<file path="src/rtl/tcs_pkg.sv">
package tcs_pkg;

  localparam int NUM_DIV   = 5;
  localparam int NUM_EXT   = 3;
  localparam int SEL_W     = 3;
  localparam int GATE_W    = 2;
  localparam int EXT_IDX_W = 2;

  // log2 of each internal divide ratio, ascending
  function automatic int divExp(input int idx);
    case (idx)
      0:       return 1;
      1:       return 3;
      2:       return 5;
      3:       return 7;
      default: return 10;
    endcase
  endfunction

  localparam int PRE_W = divExp(NUM_DIV - 1);

  // strobes handed from the datapath to the control
  typedef struct packed {
    logic [NUM_DIV-1:0] divRise;
    logic [NUM_DIV-1:0] divHalf;
    logic [NUM_EXT-1:0] extRise;
    logic [NUM_EXT-1:0] extFall;
    logic [NUM_EXT-1:0] extLevel;
  } tcsStrobes_t;

endpackage

</file>
<file path="src/rtl/tcs_datapath.sv">
module tcs_datapath
  import tcs_pkg::*;
#(
  parameter int SYNC_STAGES = 2
) (
  input  logic               clk,
  input  logic               rstN,
  input  logic [NUM_EXT-1:0] extClk,
  output tcsStrobes_t        strb
);

  logic [PRE_W-1:0]   preCnt;
  logic [NUM_DIV-1:0] divRise;
  logic [NUM_DIV-1:0] divHalf;
  logic [NUM_EXT-1:0] extRise;
  logic [NUM_EXT-1:0] extFall;
  logic [NUM_EXT-1:0] extLevel;

  // shared free-running prescaler
  always_ff @(posedge clk or negedge rstN) begin
    if (!rstN) preCnt <= '0;
    else       preCnt <= preCnt + 1'b1;
  end

  generate
    for (genvar gi = 0; gi < NUM_DIV; gi++) begin : g_div
      localparam int K = divExp(gi);
      localparam logic [K-1:0] HALF_PAT = K'((1 << (K - 1)) - 1);
      assign divRise[gi] = &preCnt[K-1:0];
      assign divHalf[gi] = (preCnt[K-1:0] == HALF_PAT);
    end

    for (genvar gx = 0; gx < NUM_EXT; gx++) begin : g_ext
      logic [SYNC_STAGES:0] shReg;
      always_ff @(posedge clk or negedge rstN) begin
        if (!rstN) shReg <= '0;
        else       shReg <= {shReg[SYNC_STAGES-1:0], extClk[gx]};
      end
      assign extLevel[gx] = shReg[SYNC_STAGES-1];
      assign extRise[gx]  = shReg[SYNC_STAGES-1] & ~shReg[SYNC_STAGES];
      assign extFall[gx]  = ~shReg[SYNC_STAGES-1] & shReg[SYNC_STAGES];
    end
  endgenerate

  assign strb = {divRise, divHalf, extRise, extFall, extLevel};

  // divide-by-2 strobe alternates every cycle
  AST_DIV2_ALTERNATE: assert property (@(posedge clk) disable iff (!rstN)
    divRise[0] |=> !divRise[0]);

endmodule

</file>
<file path="src/rtl/tcs_control.sv">
module tcs_control
  import tcs_pkg::*;
(
  input  logic              clk,
  input  logic              rstN,
  input  logic [SEL_W-1:0]  srcSel,
  input  logic              invertEdge,
  input  logic [GATE_W-1:0] gateSel,
  input  tcsStrobes_t       strb,
  output logic              tick,
  output logic              clkValid
);

  localparam logic [SEL_W-1:0] FIRST_EXT = SEL_W'(NUM_DIV);

  logic                 isExt;
  logic [EXT_IDX_W-1:0] extIdx;
  logic [EXT_IDX_W-1:0] gateIdx;
  logic                 selEvent;
  logic                 gateOpen;

  always_comb begin
    isExt   = (srcSel >= FIRST_EXT);
    extIdx  = EXT_IDX_W'(srcSel - FIRST_EXT);
    gateIdx = EXT_IDX_W'(gateSel - 1'b1);
    if (isExt) selEvent = invertEdge ? strb.extFall[extIdx] : strb.extRise[extIdx];
    else       selEvent = invertEdge ? strb.divHalf[srcSel] : strb.divRise[srcSel];
    gateOpen = (gateSel == '0) || strb.extLevel[gateIdx];
  end

  always_ff @(posedge clk or negedge rstN) begin
    if (!rstN) begin
      tick     <= 1'b0;
      clkValid <= 1'b0;
    end else begin
      tick     <= selEvent & gateOpen;
      clkValid <= gateOpen;
    end
  end

  AST_EXT_RISE_TICK: assert property (@(posedge clk) disable iff (!rstN)
    (isExt && !invertEdge && strb.extRise[extIdx] && gateOpen) |=> tick);

  AST_EXT_FALL_TICK: assert property (@(posedge clk) disable iff (!rstN)
    (isExt && invertEdge && strb.extFall[extIdx] && gateOpen) |=> tick);

  AST_GATE_BLOCKS: assert property (@(posedge clk) disable iff (!rstN)
    (gateSel != '0 && !strb.extLevel[gateIdx]) |=> !tick);

  AST_UNGATED_VALID: assert property (@(posedge clk) disable iff (!rstN)
    (gateSel == '0) |=> clkValid);

endmodule

</file>
<file path="src/rtl/timer_clk_select.sv">
module timer_clk_select
  import tcs_pkg::*;
#(
  parameter int SYNC_STAGES = 2
) (
  input  logic               clk,
  input  logic               rstN,
  input  logic [SEL_W-1:0]   srcSel,
  input  logic               invertEdge,
  input  logic [GATE_W-1:0]  gateSel,
  input  logic [NUM_EXT-1:0] extClk,
  output logic               tick,
  output logic               clkValid
);

  tcsStrobes_t strb;

  tcs_datapath #(.SYNC_STAGES(SYNC_STAGES)) u_datapath (
    .clk    (clk),
    .rstN   (rstN),
    .extClk (extClk),
    .strb   (strb)
  );

  tcs_control u_control (
    .clk        (clk),
    .rstN       (rstN),
    .srcSel     (srcSel),
    .invertEdge (invertEdge),
    .gateSel    (gateSel),
    .strb       (strb),
    .tick       (tick),
    .clkValid   (clkValid)
  );

endmodule

</file>
<file path="config.mk">
export PLATFORM = sky130hd
export DESIGN_NAME = timer_clk_select
export DESIGN_NICKNAME = d
export VERILOG_FILES = /design/src/rtl/tcs_pkg.sv /design/src/rtl/tcs_datapath.sv /design/src/rtl/tcs_control.sv /design/src/rtl/timer_clk_select.sv
export SDC_FILE = /design/constraint.sdc
export NUM_CORES = 1
export LEC_CHECK = 0
export ABC_AREA = 1
export BUFFER_PORTS_ARGS = -buffer_cell sky130_fd_sc_hd__buf_2
export CAP_MARGIN = 40
export CORE_ASPECT_RATIO = 0.8
export CORE_MARGIN = 1
export CORE_UTILIZATION = 40
export DETAILED_ROUTE_END_ITERATION = 8
export GPL_TIMING_DRIVEN = 0
export PLACE_DENSITY = 0.69
export SLEW_MARGIN = 20
export SYNTH_ARGS = -nofsm -noshare
export SYNTH_HDL_FRONTEND = slang
export SYNTH_HIERARCHICAL = 1
export SYNTH_SLANG_ARGS = --single-unit
</file>
<file path="constraint.sdc">
create_clock -name clk -period 3.2 [get_ports clk]
set_clock_uncertainty 0.2 [all_clocks]
set_input_delay 0.64 -clock clk [delete_from_list [all_inputs] [get_ports clk]]
set_output_delay 0.64 -clock clk [all_outputs]
set_load 0.1 [all_outputs]
</file>
### Yosys cells after proc, flatten, opt, wreduce, memory -nomap -nowiden

Cells that the tools add are included.
W data, S select, Z words.

* bits in registers: 21
* output and inout bits: 2

* add/sub/neg operators: 3
* $lt $le $gt $ge: 4
* eq/ne operators: 4
* muxes and demuxes: 13
* bitwise operators: 14
* reduce and logical (&&, ||, !) cells: 6

Operator list (number)
* $add A10 B1 Y10 const B: 1
* $eq A10 B9 Y1 const B: 1
* $reduce_and A10 Y1: 1
* $mux W1: 8
* $and A1 B1 Y1: 7
* $eq A7 B6 Y1 const B: 1
* $not A1 Y1: 7
* $reduce_and A7 Y1: 1
* $bmux W1 S2: 3
* $bmux W1 S3: 2
* $lt A2 B3 Y1 const B: 2
* $eq A5 B4 Y1 const B: 1
* $reduce_and A5 Y1: 1
* $lt A3 B4 Y1 const B: 1
* $sub A2 B1 Y2 const B: 2
* $eq A3 B2 Y1 const B: 1
* $ge A3 B3 Y1 const B: 1
* $reduce_and A3 Y1: 1
* $logic_not A2 Y1: 1
* $logic_or A1 B1 Y1: 1

### Logic depth before layout (Yosys ltp)

* depth in word-level cells: 7
* mapped depth: 12
* mapped depth without buffers: 12

### Modules after synthesis

The synthesis kept the hierarchy.

Modules (own cells, without submodules)
* tcs_datapath: instances 1, cells an instance 86, area each 844.6 µm²
* tcs_control: instances 1, cells an instance 72, area each 365.4 µm²

### Least setup slack after synthesis

OpenSTA, ideal clock, no wires.

* path kind: reg-to-output
* start point: reg u_control.clkValid
* end point: out clkValid
* arrival: 0.883 ns
* required time: 2.360 ns
* path slack: 1.477 ns
* stages on the path, launching flop included: 1
* cells stage by stage: dfrtp_1

RTL lines
* from (decl): line tcs_control.sv:11 `output logic clkValid`
* from (signal assigned): line tcs_control.sv:37 `clkValid <= gateOpen;`
* to (decl): line timer_clk_select.sv:13 `output logic clkValid`

No word-level cell between the ends.

### Worst setup path in the final report

* start point: reg u_control.clkValid
* end point: out clkValid

No word-level cell between the ends.

==> flow_metrics.tcl <==
set metrics [dict create \
    ys_seq_elements 21 \
    ys.warnings.count 6 \
    placed_cells 208 \
    post-dp-hpwl_mm 1.46 \
    synth.net_count 176 \
    max_freq_ghz 0.543 \
    path_cells "buf_2" \
    antenna_found_initial 0 \
    dieArea_sq_um 3250 \
    syn_area_per_cell_sq_um 7.66 \
    clkPwrFrac 0.332 \
    dp_slack_ps 1290 \
    cts_setup_buffers 0 \
    path_class "reg2out" \
    grt.overflow.total 0 \
    swShare 0.275 \
    first_pass_iters 2 \
    critPathBufInv 1 \
    num_rows 17 \
    worst_slew_pin_slew_ps 479 \
    detail-route-antenna-nets 0 \
    routedWlPerCell_um 8.60 \
    synth_cell_types 20 \
    timing.final.ws_setup_ps 1360 \
    drtIter0Drc 65 \
    arrival_ps 1000 \
    avgViaCountPerCell 4.25 \
    cp-start-kind "flop" \
    synth_top_area_frac 0.434 \
    drv_cap 0 \
    start_util 0.431 \
    cts_root_buf "clkbuf_8" \
    cp.depth 1 \
    cts_tree "built" \
    fin_nets 193 \
    die_h_um 51.2 \
    slew_violations 0 \
    rsz0062_at_grt "no" \
    synthMuxAreaShare 0 \
    vdd_drop_max_mv 0.186 \
    die_x_um 63.5 \
    grtUsageTotal 0.133 \
    total_power_mw 0.531 \
    endpoint_kind "output pin" \
    maxSlewHeadroom 0.681 \
    grt_first_pass_wirelength_mm 3.41 \
    synth_compound_area_frac 0.0321 \
    p_int_mw 0.385 \
    yosysSeqAreaShare 0.434 \
    whs_ps 131 \
    io_buffer_count 12 \
    synth_area_sq_um 1210 \
    combPwrFrac 0.146 \
    cts-buffers-inserted 3 \
    highest_layer "met4" \
    final_layout_size_suffix_gt1_frac 0.207 \
    synth_adder_area_share 0.0724 \
    cts_max_level 1 \
    wl_met1_um 930 \
    drt-total-wl_mm 1.82 \
    diodes 0 \
    gp_congestion 0.814 \
    wl_met2_um 817 \
    power.leakage_nw 0.751 \
    synth_top_family_by_area "simple AND/OR/NAND/NOR gates" \
    worstPathRequired_ps 2360 \
    crit_family "buffers and inverters" \
    nFillCells 269 \
    worstPathMaxFanout 1 \
    fin_tns_setup_ps 0 \
    core_area_sq_um 2810 \
    ioPinCount 13 \
    wl_met3_um 68 \
    synth_xor_area_frac 0.00724 \
    period_share 0.576 \
    drc_errors 0 \
    synthSimpleGateAreaFrac 0.299 \
    p_sw_mw 0.146 \
    path_clk_slew_ps 80 \
    area_growth_pct 12.9 \
    seqPwrFrac 0.523 \
    period_needed_ps 1840 \
    ctsHoldBuffers 0 \
    cts_buffer_depth 2 \
    hp-class "in2async" \
    vias 902 \
    cts.sinks 21 \
    worstRegToRegCells 12 \
    cts_resized 0 \
    insertion_delay_ps 260 \
    status "completed" \
    p_per_area_nw_per_um2 389 \
    setup_viol 0 \
    syn_inst 158 \
    cpMaxStageDelayCell "buf_2" \
    grt_max_degree 22 \
    stdcell_count 212 \
    grt_pass1_vias 820 \
    yosys-top-cells-area "dfrtp_1, nand2_1, inv_1" \
    max_stage_delay_ps 410 \
    synth_top_area_cell "dfrtp_1" \
    hold_viol_final 0 \
]
cell usage in the layout, fill, tap and decap left out, drive strengths merged:
master    instances
a21oi             3
buf              17
clkbuf            3
clkinvlp          1
dfrtp            21
ha                7
inv              39
nand2            43
nand3            13
nor2             18
nor3              4
o21ai             4
xor2              1
synth_stat cells (all sizes together):
cell type	instances
buf	5
o21ai	4
nand3	13
nor2	18
inv	39
ha	7
dfrtp	21
nand2	43
nor3	4
xor2	1
a21oi	3
power groups by stage:
stage	combinational (mW)	sequential, mW	clock, mW
6_report	0.0774	0.278	0.176
5_1_grt	0.0865	0.279	0.194
4_1_cts	0.0784	0.278	0.184
3_5_place_dp	0.0783	0.283	0
3_3_place_gp	0.0769	0.283	0
2_1_floorplan	0.0338	0.305	0
path summary, 6_finish.rpt:
path	startpoint	end	slack (ps)
min	rstN	u_datapath/preCnt[3]	130
max in group asynchronous	rstN	u_datapath/g_ext[2].shReg[1]	2340
max reg2reg	u_datapath/preCnt[0]	u_control/tick	1400
min reg2reg	u_datapath/g_ext[0].shReg[0]	u_datapath/g_ext[0].shReg[1]	150
max	u_control/clkValid	clkValid	1360
min in group clk	u_datapath/g_ext[0].shReg[0]	u_datapath/g_ext[0].shReg[1]	150
through the flow:
stage          area (sq um)  utilization
2_1_floorplan          1210            -
3_3_place_gp           1320        0.469
3_5_place_dp           1320        0.469
4_1_cts                1370        0.487
5_1_grt                1370        0.487
6_report               1370        0.487
area by class of cell:
class / instances / area, sq um / share of cell area
sequential: 21 / 526 / 0.385
multi-input combinational: 93 / 497 / 0.364
buffer: 5 / 41.3 / 0.0302
clock inverter: 1 / 7.51 / 0.00549
clock buffer: 3 / 41.3 / 0.0302
tap: 38 / 47.5 / 0.0348
inverter: 39 / 146 / 0.107
timing repair buffer: 12 / 60.1 / 0.0440
routing by layer:
layer,global-route usage,up-vias
li1,-,495
met1,0.182,395
met2,0.215,10
met3,0.0424,2
met4,0.0114,0
met5,0,-
registers in the layout (all words and copies together) (netlist names):
signal / cells
u_datapath/preCnt: 10
u_datapath/g_ext.shReg: 9
u_control/clkValid: 1
u_control/tick: 1
cells by family after synthesis:
kind of cell	Yosys count
AO/OA/AOI/OAI	7
XOR/XNOR	1
adder cells (fa/ha/maj)	7
buffers and inverters	44
flip-flops	21
AND/OR/NAND/NOR	78
No activity file was read; power rests on OpenSTA's default activity.
